==> src/rtl/ovsGenPkg.sv <==
package ovsGenPkg;
  parameter int M_W        = 4;
  parameter int Q_W        = 4;
  parameter int SEL_W      = 3;
  parameter int RATIO_UNIT = 32;
  parameter int SEL_COUNT  = 5;
  parameter int DEF_SEL    = 3;

  localparam int MAX_RATIO = (SEL_COUNT + 1) * RATIO_UNIT;
  localparam int CNT_W     = $clog2(MAX_RATIO + 1);

  typedef struct packed {
    logic             bypass;
    logic [SEL_W-1:0] ratioSel;
    logic [M_W-1:0]   mDiv;
    logic [Q_W-1:0]   qDiv;
  } genCfg_t;

  typedef struct packed {
    logic restart;
  } ctrlStb_t;

  localparam genCfg_t DEF_CFG = '{
    bypass:   1'b0,
    ratioSel: SEL_W'(DEF_SEL),
    mDiv:     M_W'(1),
    qDiv:     Q_W'(1)
  };

  function automatic logic [CNT_W-1:0] ratioOf(input logic [SEL_W-1:0] sel);
    if (int'(sel) < SEL_COUNT)
      return CNT_W'((int'(sel) + 2) * RATIO_UNIT);
    else
      return CNT_W'((DEF_SEL + 2) * RATIO_UNIT);
  endfunction
endpackage

==> src/rtl/ovsDivPath.sv <==
module ovsDivPath
  import ovsGenPkg::*;
(
  input  logic             clk,
  input  logic             rst,
  input  logic             bypass,
  input  logic [M_W-1:0]   mDiv,
  input  logic [Q_W-1:0]   qDiv,
  input  ctrlStb_t         stb,
  output logic             tick,
  output logic [CNT_W-1:0] frameCnt
);
  logic [M_W-1:0] mCnt;
  logic [Q_W-1:0] qCnt;
  logic [M_W-1:0] mLast;
  logic [Q_W-1:0] qLast;
  logic           mWrap;
  logic           qWrap;

  // a divide code of zero behaves as divide-by-one
  always_comb begin
    mLast = (mDiv == '0) ? '0 : mDiv - M_W'(1);
    qLast = (qDiv == '0) ? '0 : qDiv - Q_W'(1);
    mWrap = (mCnt == mLast);
    qWrap = mWrap && (qCnt == qLast);
    tick  = bypass || qWrap;
  end

  always_ff @(posedge clk) begin
    if (rst || stb.restart) begin
      mCnt <= '0;
      qCnt <= '0;
    end else begin
      mCnt <= mWrap ? '0 : mCnt + M_W'(1);
      if (mWrap) qCnt <= qWrap ? '0 : qCnt + Q_W'(1);
    end
  end

  // ticks consumed in the current frame, saturating
  always_ff @(posedge clk) begin
    if (rst || stb.restart) frameCnt <= '0;
    else if (tick && (frameCnt != '1)) frameCnt <= frameCnt + CNT_W'(1);
  end
endmodule

==> src/rtl/ovsFrameCtrl.sv <==
module ovsFrameCtrl
  import ovsGenPkg::*;
(
  input  logic             clk,
  input  logic             rst,
  input  logic             slaveMode,
  input  logic             extFs,
  input  genCfg_t          cfgIn,
  input  logic             tick,
  input  logic [CNT_W-1:0] frameCnt,
  output genCfg_t          cfgCur,
  output ctrlStb_t         stb,
  output logic             frameSync,
  output logic             sampleStrobe,
  output logic             syncErr
);
  logic             fsPrev;
  logic             haveRef;
  logic             fsFall;
  logic             masterEnd;
  logic             boundary;
  logic [CNT_W-1:0] ratio;
  logic [CNT_W:0]   seenTotal;

  always_comb begin
    ratio       = ratioOf(cfgCur.ratioSel);
    masterEnd   = !slaveMode && tick && (frameCnt >= ratio - CNT_W'(1));
    fsFall      = slaveMode && fsPrev && !extFs;
    boundary    = masterEnd || fsFall;
    seenTotal   = {1'b0, frameCnt} + {{CNT_W{1'b0}}, tick};
    stb.restart = boundary;
    frameSync   = (frameCnt == '0);
  end

  always_ff @(posedge clk) begin
    if (rst) begin
      cfgCur       <= DEF_CFG;
      fsPrev       <= 1'b0;
      haveRef      <= 1'b0;
      sampleStrobe <= 1'b0;
      syncErr      <= 1'b0;
    end else begin
      fsPrev       <= extFs;
      sampleStrobe <= boundary;
      syncErr      <= fsFall && haveRef && (seenTotal != {1'b0, ratio});
      if (boundary) cfgCur <= cfgIn;
      if (!slaveMode) haveRef <= 1'b0;
      else if (fsFall) haveRef <= 1'b1;
    end
  end
endmodule

==> src/rtl/ovsClkFrameGen.sv <==
module ovsClkFrameGen
  import ovsGenPkg::*;
(
  input  logic             clk,
  input  logic             rst,
  input  logic             bypassDiv,
  input  logic             slaveMode,
  input  logic [M_W-1:0]   mDivIn,
  input  logic [Q_W-1:0]   qDivIn,
  input  logic [SEL_W-1:0] ratioSel,
  input  logic             extFs,
  output logic             oclkTick,
  output logic             frameSync,
  output logic             sampleStrobe,
  output logic             syncErr
);
  genCfg_t          cfgIn;
  genCfg_t          cfgCur;
  ctrlStb_t         stb;
  logic [CNT_W-1:0] frameCnt;

  assign cfgIn = '{bypass: bypassDiv, ratioSel: ratioSel, mDiv: mDivIn, qDiv: qDivIn};

  ovsFrameCtrl uCtrl (
    .clk(clk), .rst(rst), .slaveMode(slaveMode), .extFs(extFs),
    .cfgIn(cfgIn), .tick(oclkTick), .frameCnt(frameCnt),
    .cfgCur(cfgCur), .stb(stb), .frameSync(frameSync),
    .sampleStrobe(sampleStrobe), .syncErr(syncErr)
  );

  ovsDivPath uPath (
    .clk(clk), .rst(rst), .bypass(cfgCur.bypass), .mDiv(cfgCur.mDiv),
    .qDiv(cfgCur.qDiv), .stb(stb), .tick(oclkTick), .frameCnt(frameCnt)
  );
endmodule

==> config.mk <==
export PLATFORM = sky130hd
export DESIGN_NAME = ovsClkFrameGen
export DESIGN_NICKNAME = d
export VERILOG_FILES = /design/src/rtl/ovsGenPkg.sv /design/src/rtl/ovsDivPath.sv /design/src/rtl/ovsFrameCtrl.sv /design/src/rtl/ovsClkFrameGen.sv
export SDC_FILE = /design/constraint.sdc
export NUM_CORES = 1
export LEC_CHECK = 0
export BUFFER_PORTS_ARGS = -buffer_cell sky130_fd_sc_hd__buf_2
export CAP_MARGIN = 20
export CELL_PAD_IN_SITES_DETAIL_PLACEMENT = 1
export CELL_PAD_IN_SITES_GLOBAL_PLACEMENT = 1
export CORE_ASPECT_RATIO = 2
export CORE_MARGIN = 4
export CORE_UTILIZATION = 40
export CTS_CLUSTER_DIAMETER = 50
export DETAILED_ROUTE_END_ITERATION = 12
export PLACE_DENSITY_LB_ADDON = 0.1
export RECOVER_POWER = 50
export SETUP_SLACK_MARGIN = 0.2
export SYNTH_ARGS = -nofsm -noshare
export SYNTH_HDL_FRONTEND = slang
export SYNTH_SLANG_ARGS = --single-unit
==> constraint.sdc <==
create_clock -name clk -period 3.12 [get_ports clk]
set_input_delay 0.156 -clock clk [delete_from_list [all_inputs] [get_ports clk]]
set_output_delay 0.156 -clock clk [all_outputs]
set_load 0.05 [all_outputs]
==> results.cfg, run 1 <==
[logic_synthesis]
synth_largest_area_cell = dfxtp_1
syn_avg_cell_area_um2 = 8.16
yosysWarnings = 0
syn_inst = 248
synth_enable_flop_cells = 0
yosysSeqAreaShare = 0.316
synth-main-ff-cell = dfxtp_1
synth.distinct_cells = 45
synth_area_leaders = dfxtp_1 (32%), ha_1 (7.4%), mux2i_1 (5.4%), a21oi_1 (4.7%), nand2b_1 (4.6%)
ys_ff_latch = 32
synth_fp_nets = 276
async_reset_ff_frac = 0
synth_top_area_frac = 0.316
post_synth_instance_area_mm2 = 0.00202

[cts]
clk_latency_ns = 0.29
clk_pin_slew_ns = 0.07
clock-sinks = 32
htree_levels = 2
clock_path_buffers = 2
clockRootBuffer = clkbuf_8
cts_tree = yes
postCtsHoldBufs = 0
cts_made_buffers = 5

[global_routing]
grt_use_total = 0.193
use_met2 = 0.381
use_met3 = 0.0296
antenna_found_initial = 0
grt_max_degree = 30
met1_usage = 0.186
busiest_layer = met2
grt-ovfl-total = 0
grt_first_pass_wirelength_mm = 9.49
grt_pass1_vias = 2100

[drt]
vias = 1905
ant_nets = 0
drtIter0Drc = 56
wl_mm = 5.29
firstDrtPassIters = 4
post_drt_wl_per_cell_um = 15.7
drc = 0
via_per_inst = 5.65

[worst_setup_path]
r2r-end = uCtrl.syncErr$_SDFF_PP0_
rrSetupSlack_ns = 0.32
cp.required_ns = 3.27
crit_path_start_kind = flop
cp.arrival_ns = 2.95
crit_slowest_cell = a311oi_4
critPathMaxFanout = 4
slowest_delay_ns = 0.40
path_class = reg2reg
rr_worst_depth = 15
crit_chain = buf_6, nand2b_4, a21oi_2, or3_4, a311oi_4, a21oi_4, inv_4, ha_4, and3_4, and3_4, nand3_2, o211ai_1, o21ai_1, o21ai_1, a41oi_2
r2r_start = uCtrl.cfgCur[2]$_SDFFE_PP0P_
end_kind = flop

[layout]
fillers = 622
final_common_cell = dfxtp_1
multiInputGateArea_mm2 = 0.00139
drive_gt1_frac = 0.225
antenna_cells = 0
final_util = 0.502
nNetsFinal = 307
area_delta_synth_final_pct = 21.8
final_cell_mix = dfxtp_1 (29), nor2_1 (25), a21oi_1 (17)
register_area_um2 = 649

[outcome]
outcome = completed

[die]
die_w_um = 58.3
io_pins = 20
core_area_mm2 = 0.00491
start_util = 0.412
die_area_mm2 = 0.00633
die_h_um = 109
rows = 36

[worst_hold_path]
hp-start = extFs
hold_path.class = in2reg
worstHoldEndpoint = uCtrl.fsPrev$_SDFF_PP0_
holdPathStages = 2

[placed_design]
gp_congestion = 0.801
port_buffers = 19
dp_hpwl_mm = 3.95

[timing]
period_needed_ns = 2.80
worst_pin_slew_ns = 1.01
rsz0062_at_grt = true
min_period_over_period = 0.899
slew-limit-headroom = 0.329
hold_violations = 0
fmax_ghz = 0.357
fin_setup_tns_ns = 0
finalClockSkew_ns = 0.00230
slew_violations = 0
setup_viol = 0

[power_and_ir_drop]
p_leak_nw = 1.01
vdd_drop_max_v = 0.000289
power_density_mw_per_mm2 = 409

[flow_run]
drv_cap = 0
## cell usage after synthesis (3+ instances only)
cell,n
inv_1,12
o21ai_0,17
and3_1,8
nor2b_1,4
dfxtp_1,32
clkbuf_1,7
xor2_1,4
a31oi_1,3
nand3b_1,3
nor4_1,5
a22oi_1,3
xnor2_1,8
nand2_1,9
mux2i_1,11
nor3_1,4
nor2_1,25
ha_1,12
nand2b_1,15
a21oi_1,19
nand3_1,11
or3_1,5
nand4_1,4
## worst max-delay path, delay by kind of cell (launching register included)
kind	cells	cell delay [ns]
buffers and inverters	2	0.18
AND/OR/NAND/NOR	5	0.96
AO/OA/AOI/OAI	7	1.03
adder cells (fa/ha/maj)	1	0.12
flip-flops	1	0.37
## layer usage
layer	share of wire	wire [um]
met1	0.35	1840
met2	0.60	3180
met3	0.022	118
met4	0.029	151
met5	0	0
## cell families after synthesis
kind of cell    synth area share
simple gates               0.262
xor+xnor                  0.0519
flops                      0.316
mux                       0.0544
fa+ha+maj                 0.0742
buf+inv                   0.0507
compound gates             0.190
## metrics by stage
| step | hold slack (ns) | area, um^2 | power (mW) | instances | setup slack (ns) |
|---|---|---|---|---|---|
| after floorplan | 0.284 | 2040 | 0.592 | 248 | 0.201 |
| after global placement | 0.395 | 2200 | 0.651 | 320 | 0.0950 |
| after detailed placement | 0.392 | 2200 | 0.655 | 320 | 0.00607 |
| after CTS | 0.0931 | 2340 | 1.01 | 330 | 0.171 |
| after global routing | 0.122 | 2470 | 1.07 | 337 | 0.0821 |
| final | 0.101 | 2470 | 1.01 | 337 | 0.316 |
## cell type report
cell class              instances  area share
inverters                      13      0.0208
well taps                      57      0.0289
flip-flops and latches         32       0.263
clock buffers                   6      0.0335
multi-input cells             192       0.563
repair buffers                 35      0.0863
clock inverters                 2     0.00406
## report_power, final
part	internal (mW)	leakage [nW]	total [mW]	switching, mW
Clock	0.176	0.0510	0.334	0.158
Sequential	0.421	0.261	0.443	0.0225
Combinational	0.0984	0.700	0.231	0.133
## flip-flops by register name, summed over array words and instances (netlist names)
signal              flops
uCtrl.syncErr           1
uPath.mCnt              4
uCtrl.fsPrev            1
uCtrl.sampleStrobe      1
uCtrl.cfgCur           12
uPath.frameCnt          8
uPath.qCnt              4
uCtrl.haveRef           1
## what timing repair did
item / in CTS / in global routing
buffers inserted: 2 / 7
pin swaps: 3 / 12
resized for setup: 10 / 16
endpoints found under the setup margin: 13 / 30
## worst max-delay path by stage
stage                            startpoint                      endpoint  slack (ns)  cells after the start
5_1_grt        uCtrl.cfgCur[9]$_SDFFE_PP1P_  uCtrl.cfgCur[4]$_SDFFE_PP1P_        0.08                     13
6_report       uCtrl.cfgCur[2]$_SDFFE_PP0P_      uCtrl.syncErr$_SDFF_PP0_        0.32                     15
4_1_cts        uCtrl.cfgCur[9]$_SDFFE_PP1P_  uCtrl.cfgCur[6]$_SDFFE_PP0P_        0.17                     12
3_5_place_dp   uCtrl.cfgCur[9]$_SDFFE_PP1P_  uCtrl.cfgCur[6]$_SDFFE_PP0P_       0.006                     12
2_1_floorplan  uCtrl.cfgCur[1]$_SDFFE_PP0P_      uCtrl.syncErr$_SDFF_PP0_        0.20                     14
3_3_place_gp   uCtrl.cfgCur[2]$_SDFFE_PP0P_      uCtrl.syncErr$_SDFF_PP0_         0.1                     14
No activity file was read; power rests on OpenSTA's default activity.
==> run 2, diff against run 1 <==
--- a/config.mk
+++ b/config.mk
@@ -6,7 +6,7 @@
 export NUM_CORES = 1
 export LEC_CHECK = 0
 export BUFFER_PORTS_ARGS = -buffer_cell sky130_fd_sc_hd__buf_2
-export CAP_MARGIN = 20
+export CAP_MARGIN = 40
 export CELL_PAD_IN_SITES_DETAIL_PLACEMENT = 1
 export CELL_PAD_IN_SITES_GLOBAL_PLACEMENT = 1
 export CORE_ASPECT_RATIO = 2
@@ -19,4 +19,5 @@
 export SETUP_SLACK_MARGIN = 0.2
 export SYNTH_ARGS = -nofsm -noshare
 export SYNTH_HDL_FRONTEND = slang
+export SYNTH_HIERARCHICAL = 1
 export SYNTH_SLANG_ARGS = --single-unit
==> results.cfg, run 2 <==
[timing]
setup_viol = 0
slew_violations = 0
fin_setup_tns_ns = 0
rsz0062_at_grt = true
fin_ws_ns = 0.247
finalClockSkew_ns = 0.00969
hold_slack_ns = 0.0713
slew-limit-headroom = 0.454
period_needed_ns = 2.87
worst_pin_slew_ns = 0.819
fmax_ghz = 0.348
min_period_over_period = 0.921
hold_violations = 0

[power_and_ir_drop]
power_mw = 1.01
combPwrFrac = 0.248
p_int_mw = 0.686
clkPwrFrac = 0.302
vdd_drop_max_v = 0.000297
p_leak_nw = 0.957
seqPwrFrac = 0.450
power.switching_mw = 0.324
power_density_mw_per_mm2 = 424
swShare = 0.321

[cts]
clock-sinks = 32
clockRootBuffer = clkbuf_8
postCtsHoldBufs = 0
htree_levels = 2
clk_latency_ns = 0.29
clock_path_buffers = 2
cts_made_buffers = 5
clk_pin_slew_ns = 0.07
cts_tree = yes

[worst_setup_path]
cp.arrival_ns = 3.06
end_kind = flop
path_class = reg2reg
critPathBufInv = 1
crit_path_start_kind = flop
cp.required_ns = 3.30
critPathTopFamily = compound AO/OA/AOI/OAI gates
crit_chain = nor2b_4, a21oi_1, or3b_4, a211oi_4, a21oi_4, inv_8, ha_4, ha_4, nand2_1, or3_4, a311oi_2, o211ai_1, a21o_1
critPathMaxFanout = 6
slowest_delay_ns = 0.39
crit_slowest_cell = dfxtp_4
cpMostUsedCell = ha_4

[logic_synthesis]
synth_largest_area_cell = dfxtp_1
post_synth_instance_area_mm2 = 0.00198
synth_enable_flop_cells = 0
yosysWarnings = 6
synth_top_area_frac = 0.324
synth_area_leaders = dfxtp_1 (32%), ha_1 (7.0%), nor2_1 (4.9%), mux2i_1 (4.6%), a21oi_1 (3.8%)
synth.distinct_cells = 55
synth-main-ff-cell = dfxtp_1
yosysMostFrequentCell = dfxtp_1
synth_fp_nets = 254
ys_ff_latch = 32
synthTopCellsByCount = dfxtp_1 (32), nor2_1 (26), a21oi_1 (15), nand2_1 (12), ha_1 (11)
syn_inst = 227
yosysSeqAreaShare = 0.324
async_reset_ff_frac = 0
syn_avg_cell_area_um2 = 8.71

[die]
die_w_um = 57.7
die_area_mm2 = 0.00620
start_util = 0.410
die_h_um = 107
rows = 36
core_area_mm2 = 0.00482
io_pins = 20

[placed_design]
gp_congestion = 0.830
dpl_cell_area_mm2 = 0.00216
dp_cells = 302
dp_hpwl_mm = 3.87
port_buffers = 19
dpl_worst_slack_ns = 0.0370

[global_routing]
busiest_layer = met2
grt_max_degree = 19
met1_usage = 0.193
grt_pass1_vias = 1961
grt_use_total = 0.187
antenna_found_initial = 0
grt_first_pass_wirelength_mm = 9.08
use_met3 = 0.0276
use_met2 = 0.354
grt-ovfl-total = 0

[drt]
firstDrtPassIters = 4
via_per_inst = 5.62
post_drt_wl_per_cell_um = 16.4
vias = 1766
ant_nets = 0
drc = 0
wl_mm = 5.15
drtIter0Drc = 38

[layout]
final_common_cell = nor2_1
fin_cells = 314
reg_top3 = uCtrl/cfgCur (12), uPath/frameCnt (8)
final_cell_area_mm2 = 0.00238
largest_register = uCtrl/cfgCur
nNetsFinal = 284
largest_reg_flops = 12
final_util = 0.494
final_cell_mix = nor2_1 (24), dfxtp_1 (22), a21oi_1 (16)
antenna_cells = 0
area_delta_synth_final_pct = 20.3
drive_gt1_frac = 0.257

[outcome]
outcome = completed

[flow_run]
drv_cap = 0

[worst_hold_path]
hold_path.class = in2reg
==> run 2: cell count changes after synthesis, moves of 5 or more <==
cell,delta
nand2b_1,-13
o21ai_0,-9
and3_1,-6
nor4_1,-5
o21ai_1,+5
or4_1,+5
==> run 2: cell type report <==
type | count | area [um^2]
Fill cell | 582 | 2440
Timing Repair Buffer | 29 | 164
Clock inverter | 1 | 5.00
Multi-Input combinational cell | 179 | 1360
Clock buffer | 6 | 72.6
Sequential cell | 32 | 661
Tap cell | 57 | 71.3
Inverter | 10 | 50.0
==> run 2: worst reg2reg max path, cell delays in order (launching register included) <==
cell and delay, ns:
dfxtp_4 0.39, nor2b_4 0.15, a21oi_1 0.04, or3b_4 0.39, a211oi_4 0.33, a21oi_4 0.13
inv_8 0.07, ha_4 0.13, ha_4 0.13, nand2_1 0.07, or3_4 0.35, a311oi_2 0.27
o211ai_1 0.12, a21o_1 0.19
==> run 2: path summary, 6_finish.rpt <==
kind,startpoint,to,slack (ns),cells past startpoint
worst max-delay path,uCtrl/cfgCur[2]$_SDFFE_PP0P_,uCtrl/syncErr$_SDFF_PP0_,0.25,13
worst min-delay path,ratioSel[1],uCtrl/cfgCur[9]$_SDFFE_PP1P_,0.07,2
worst max register to register,uCtrl/cfgCur[2]$_SDFFE_PP0P_,uCtrl/syncErr$_SDFF_PP0_,0.25,13
worst min register to register,uCtrl/haveRef$_SDFFE_PP0P_,uCtrl/haveRef$_SDFFE_PP0P_,0.47,1
==> run 2: logic make-up (layout without fill, tap and decap cells) <==
kind of cell | after synthesis | count (layout) | synth area share
flops | 32 | 32 | 0.324
xor+xnor | 11 | 11 | 0.0632
mux | 9 | 9 | 0.0455
fa+ha+maj | 11 | 11 | 0.0696
simple gates | 94 | 94 | 0.263
compound gates | 54 | 54 | 0.194
buf+inv | 16 | 46 | 0.0411
==> run 2: per-layer routing <==
metal / vias to the layer above / part of all wire
met2: 26 / 0.58
met5: - / 0
li1: 884 / -
met4: 0 / 0.022
met1: 847 / 0.37
met3: 9 / 0.023
==> run 2: repair_timing <==
| item | CTS | global route |
|---|---|---|
| pin swaps | 5 | 8 |
| hold endpoints to repair | 0 | 0 |
| setup buffers | 3 | 2 |
| setup endpoints to repair | 2 | 26 |
| resized for setup | 10 | 21 |
==> run 2: power groups by stage <==
stage | Clock (mW) | Combinational, mW | Sequential, mW
after detailed placement | 0 | 0.214 | 0.461
final | 0.305 | 0.250 | 0.455
after global routing | 0.338 | 0.280 | 0.459
after global placement | 0 | 0.213 | 0.461
after floorplan | 0 | 0.161 | 0.453
after CTS | 0.317 | 0.232 | 0.452
==> run 3, diff against run 2 <==
--- a/config.mk
+++ b/config.mk
@@ -11,7 +11,7 @@
 export CELL_PAD_IN_SITES_GLOBAL_PLACEMENT = 1
 export CORE_ASPECT_RATIO = 2
 export CORE_MARGIN = 4
-export CORE_UTILIZATION = 40
+export CORE_UTILIZATION = 48
 export CTS_CLUSTER_DIAMETER = 50
 export DETAILED_ROUTE_END_ITERATION = 12
 export PLACE_DENSITY_LB_ADDON = 0.1
==> constraint.sdc (replaced) <==
create_clock -name clk -period 3.65 [get_ports clk]
set_input_delay 0.1825 -clock clk [delete_from_list [all_inputs] [get_ports clk]]
set_output_delay 0.1825 -clock clk [all_outputs]
set_load 0.05 [all_outputs]
==> results.cfg, run 3 (synthesis results as in run 2) <==
[worst_setup_path]
crit_slowest_cell = dfxtp_1
r2r_start = uCtrl/cfgCur[0]$_SDFFE_PP1P_
rrSetupSlack_ns = 0.38
slowest_delay_ns = 0.49
rr_worst_depth = 12
crit_chain = nand2b_1, a221oi_1, a21oi_1, a211oi_4, a21oi_4, inv_2, nor2b_1, a22o_1, a31oi_1, clkbuf_2, mux2i_1, nor2_1
path_class = reg2reg
cp.arrival_ns = 3.40
r2r-end = uCtrl/cfgCur[3]$_SDFFE_PP0P_
end_kind = flop
cp.required_ns = 3.78
crit_path_start_kind = flop
critPathTopFamily = compound AO/OA/AOI/OAI gates
critPathBufInv = 2
critPathMaxFanout = 13

[die]
rows = 32
die_h_um = 98.8
die_w_um = 53.4
start_util = 0.504
io_pins = 20
core_area_mm2 = 0.00392
die_area_mm2 = 0.00527

[drt]
ant_nets = 0
wl_mm = 5.17
drtIter0Drc = 18
vias = 1795
firstDrtPassIters = 4
drc = 0
post_drt_wl_per_cell_um = 17.2
via_per_inst = 5.98

[power_and_ir_drop]
power_density_mw_per_mm2 = 387
vdd_drop_max_v = 0.000217
clkPwrFrac = 0.347
p_int_mw = 0.596
combPwrFrac = 0.200
power_mw = 0.854
p_leak_nw = 0.893
swShare = 0.302
seqPwrFrac = 0.453
power.switching_mw = 0.258

[global_routing]
grt_pass1_vias = 1843
grt-ovfl-total = 0
grt_use_total = 0.217
grt_first_pass_wirelength_mm = 8.64
grt_max_degree = 19
antenna_found_initial = 0

[cts]
cts_setup_buffers = 0
clk_latency_ns = 0.28
htree_levels = 2
clock-sinks = 32
cts_made_buffers = 5
clk_pin_slew_ns = 0.07
clockRootBuffer = clkbuf_8
cts_tree = yes
clock_path_buffers = 2

[placed_design]
port_buffers = 19
dpl_cell_area_mm2 = 0.00211
gp_congestion = 0.753
dp_hpwl_mm = 3.73

[timing]
worst_pin_slew_ns = 0.794
slew_violations = 0
finalClockSkew_ns = 0.00676
min_period_over_period = 0.896
rsz0062_at_grt = false
fin_setup_tns_ns = 0
period_needed_ns = 3.27
fmax_ghz = 0.306
hold_slack_ns = 0.105
setup_viol = 0
hold_violations = 0
slew-limit-headroom = 0.471

[outcome]
outcome = completed

[flow_run]
drv_cap = 0

[layout]
antenna_cells = 0
final_common_cell = dfxtp_1
nNetsFinal = 276
largest_reg_flops = 12
area_delta_synth_final_pct = 11.5
final_cell_area_mm2 = 0.00221
reg_top3 = uCtrl/cfgCur (12), uPath/frameCnt (8)
largest_register = uCtrl/cfgCur
final_cell_mix = dfxtp_1 (31), nor2_1 (26), a21oi_1 (15)
drive_gt1_frac = 0.157

[worst_hold_path]
holdPathStages = 2
hp-start = qDivIn[0]
hold_path.class = in2reg
worstHoldEndpoint = uCtrl/cfgCur[0]$_SDFFE_PP1P_
==> run 3: metrics by stage <==
step,util,std cells,setup slack [ns]
after floorplan,-,227,0.505
after global placement,0.539,293,0.504
after detailed placement,0.539,293,0.434
after CTS,0.563,300,0.390
after global routing,0.562,300,0.123
final,0.562,300,0.380
==> run 3: worst max path at each step <==
stage,start,to,slack (ns),cells after the start
floorplan,uPath/mCnt[1]$_SDFF_PP0_,uCtrl/syncErr$_SDFF_PP0_,0.50,14
global placement,uPath/mCnt[1]$_SDFF_PP0_,uCtrl/syncErr$_SDFF_PP0_,0.50,13
detailed placement,uCtrl/cfgCur[2]$_SDFFE_PP0P_,uCtrl/syncErr$_SDFF_PP0_,0.43,13
CTS,uCtrl/cfgCur[5]$_SDFFE_PP0P_,uPath/frameCnt[2]$_SDFFE_PP0P_,0.39,12
global route,uPath/mCnt[1]$_SDFF_PP0_,uCtrl/syncErr$_SDFF_PP0_,0.12,13
finish,uCtrl/cfgCur[0]$_SDFFE_PP1P_,uCtrl/cfgCur[3]$_SDFFE_PP0P_,0.38,12
==> run 3: repair_timing <==
item | in CTS | in global routing
endpoints found under the setup margin | 0 | 9
hold buffers | 0 | 0
resized for setup | 0 | 5
==> run 3: power by group through the flow <==
stage / logic, mW / clock network (mW) / registers, mW
floorplan: 0.133 / 0 / 0.387
global placement: 0.167 / 0 / 0.394
detailed placement: 0.170 / 0 / 0.394
CTS: 0.172 / 0.304 / 0.386
global route: 0.191 / 0.323 / 0.390
finish: 0.171 / 0.296 / 0.386
==> run 3: routing by layer <==
layer / vias up / routed length, um / global-route usage
met5: - / 0 / 0
met4: 0 / 138 / 0.104
met3: 10 / 82 / 0.0303
met2: 21 / 2920 / 0.386
met1: 892 / 2030 / 0.238
li1: 872 / - / -
==> run 3: cell type report <==
type / instances / area [um^2]
Clock buffer: 7 / 96.3
Inverter: 10 / 42.5
Multi-Input combinational cell: 179 / 1260
Timing Repair Buffer: 21 / 101
Tap cell: 51 / 63.8
Sequential cell: 32 / 642
Fill cell: 533 / 1720
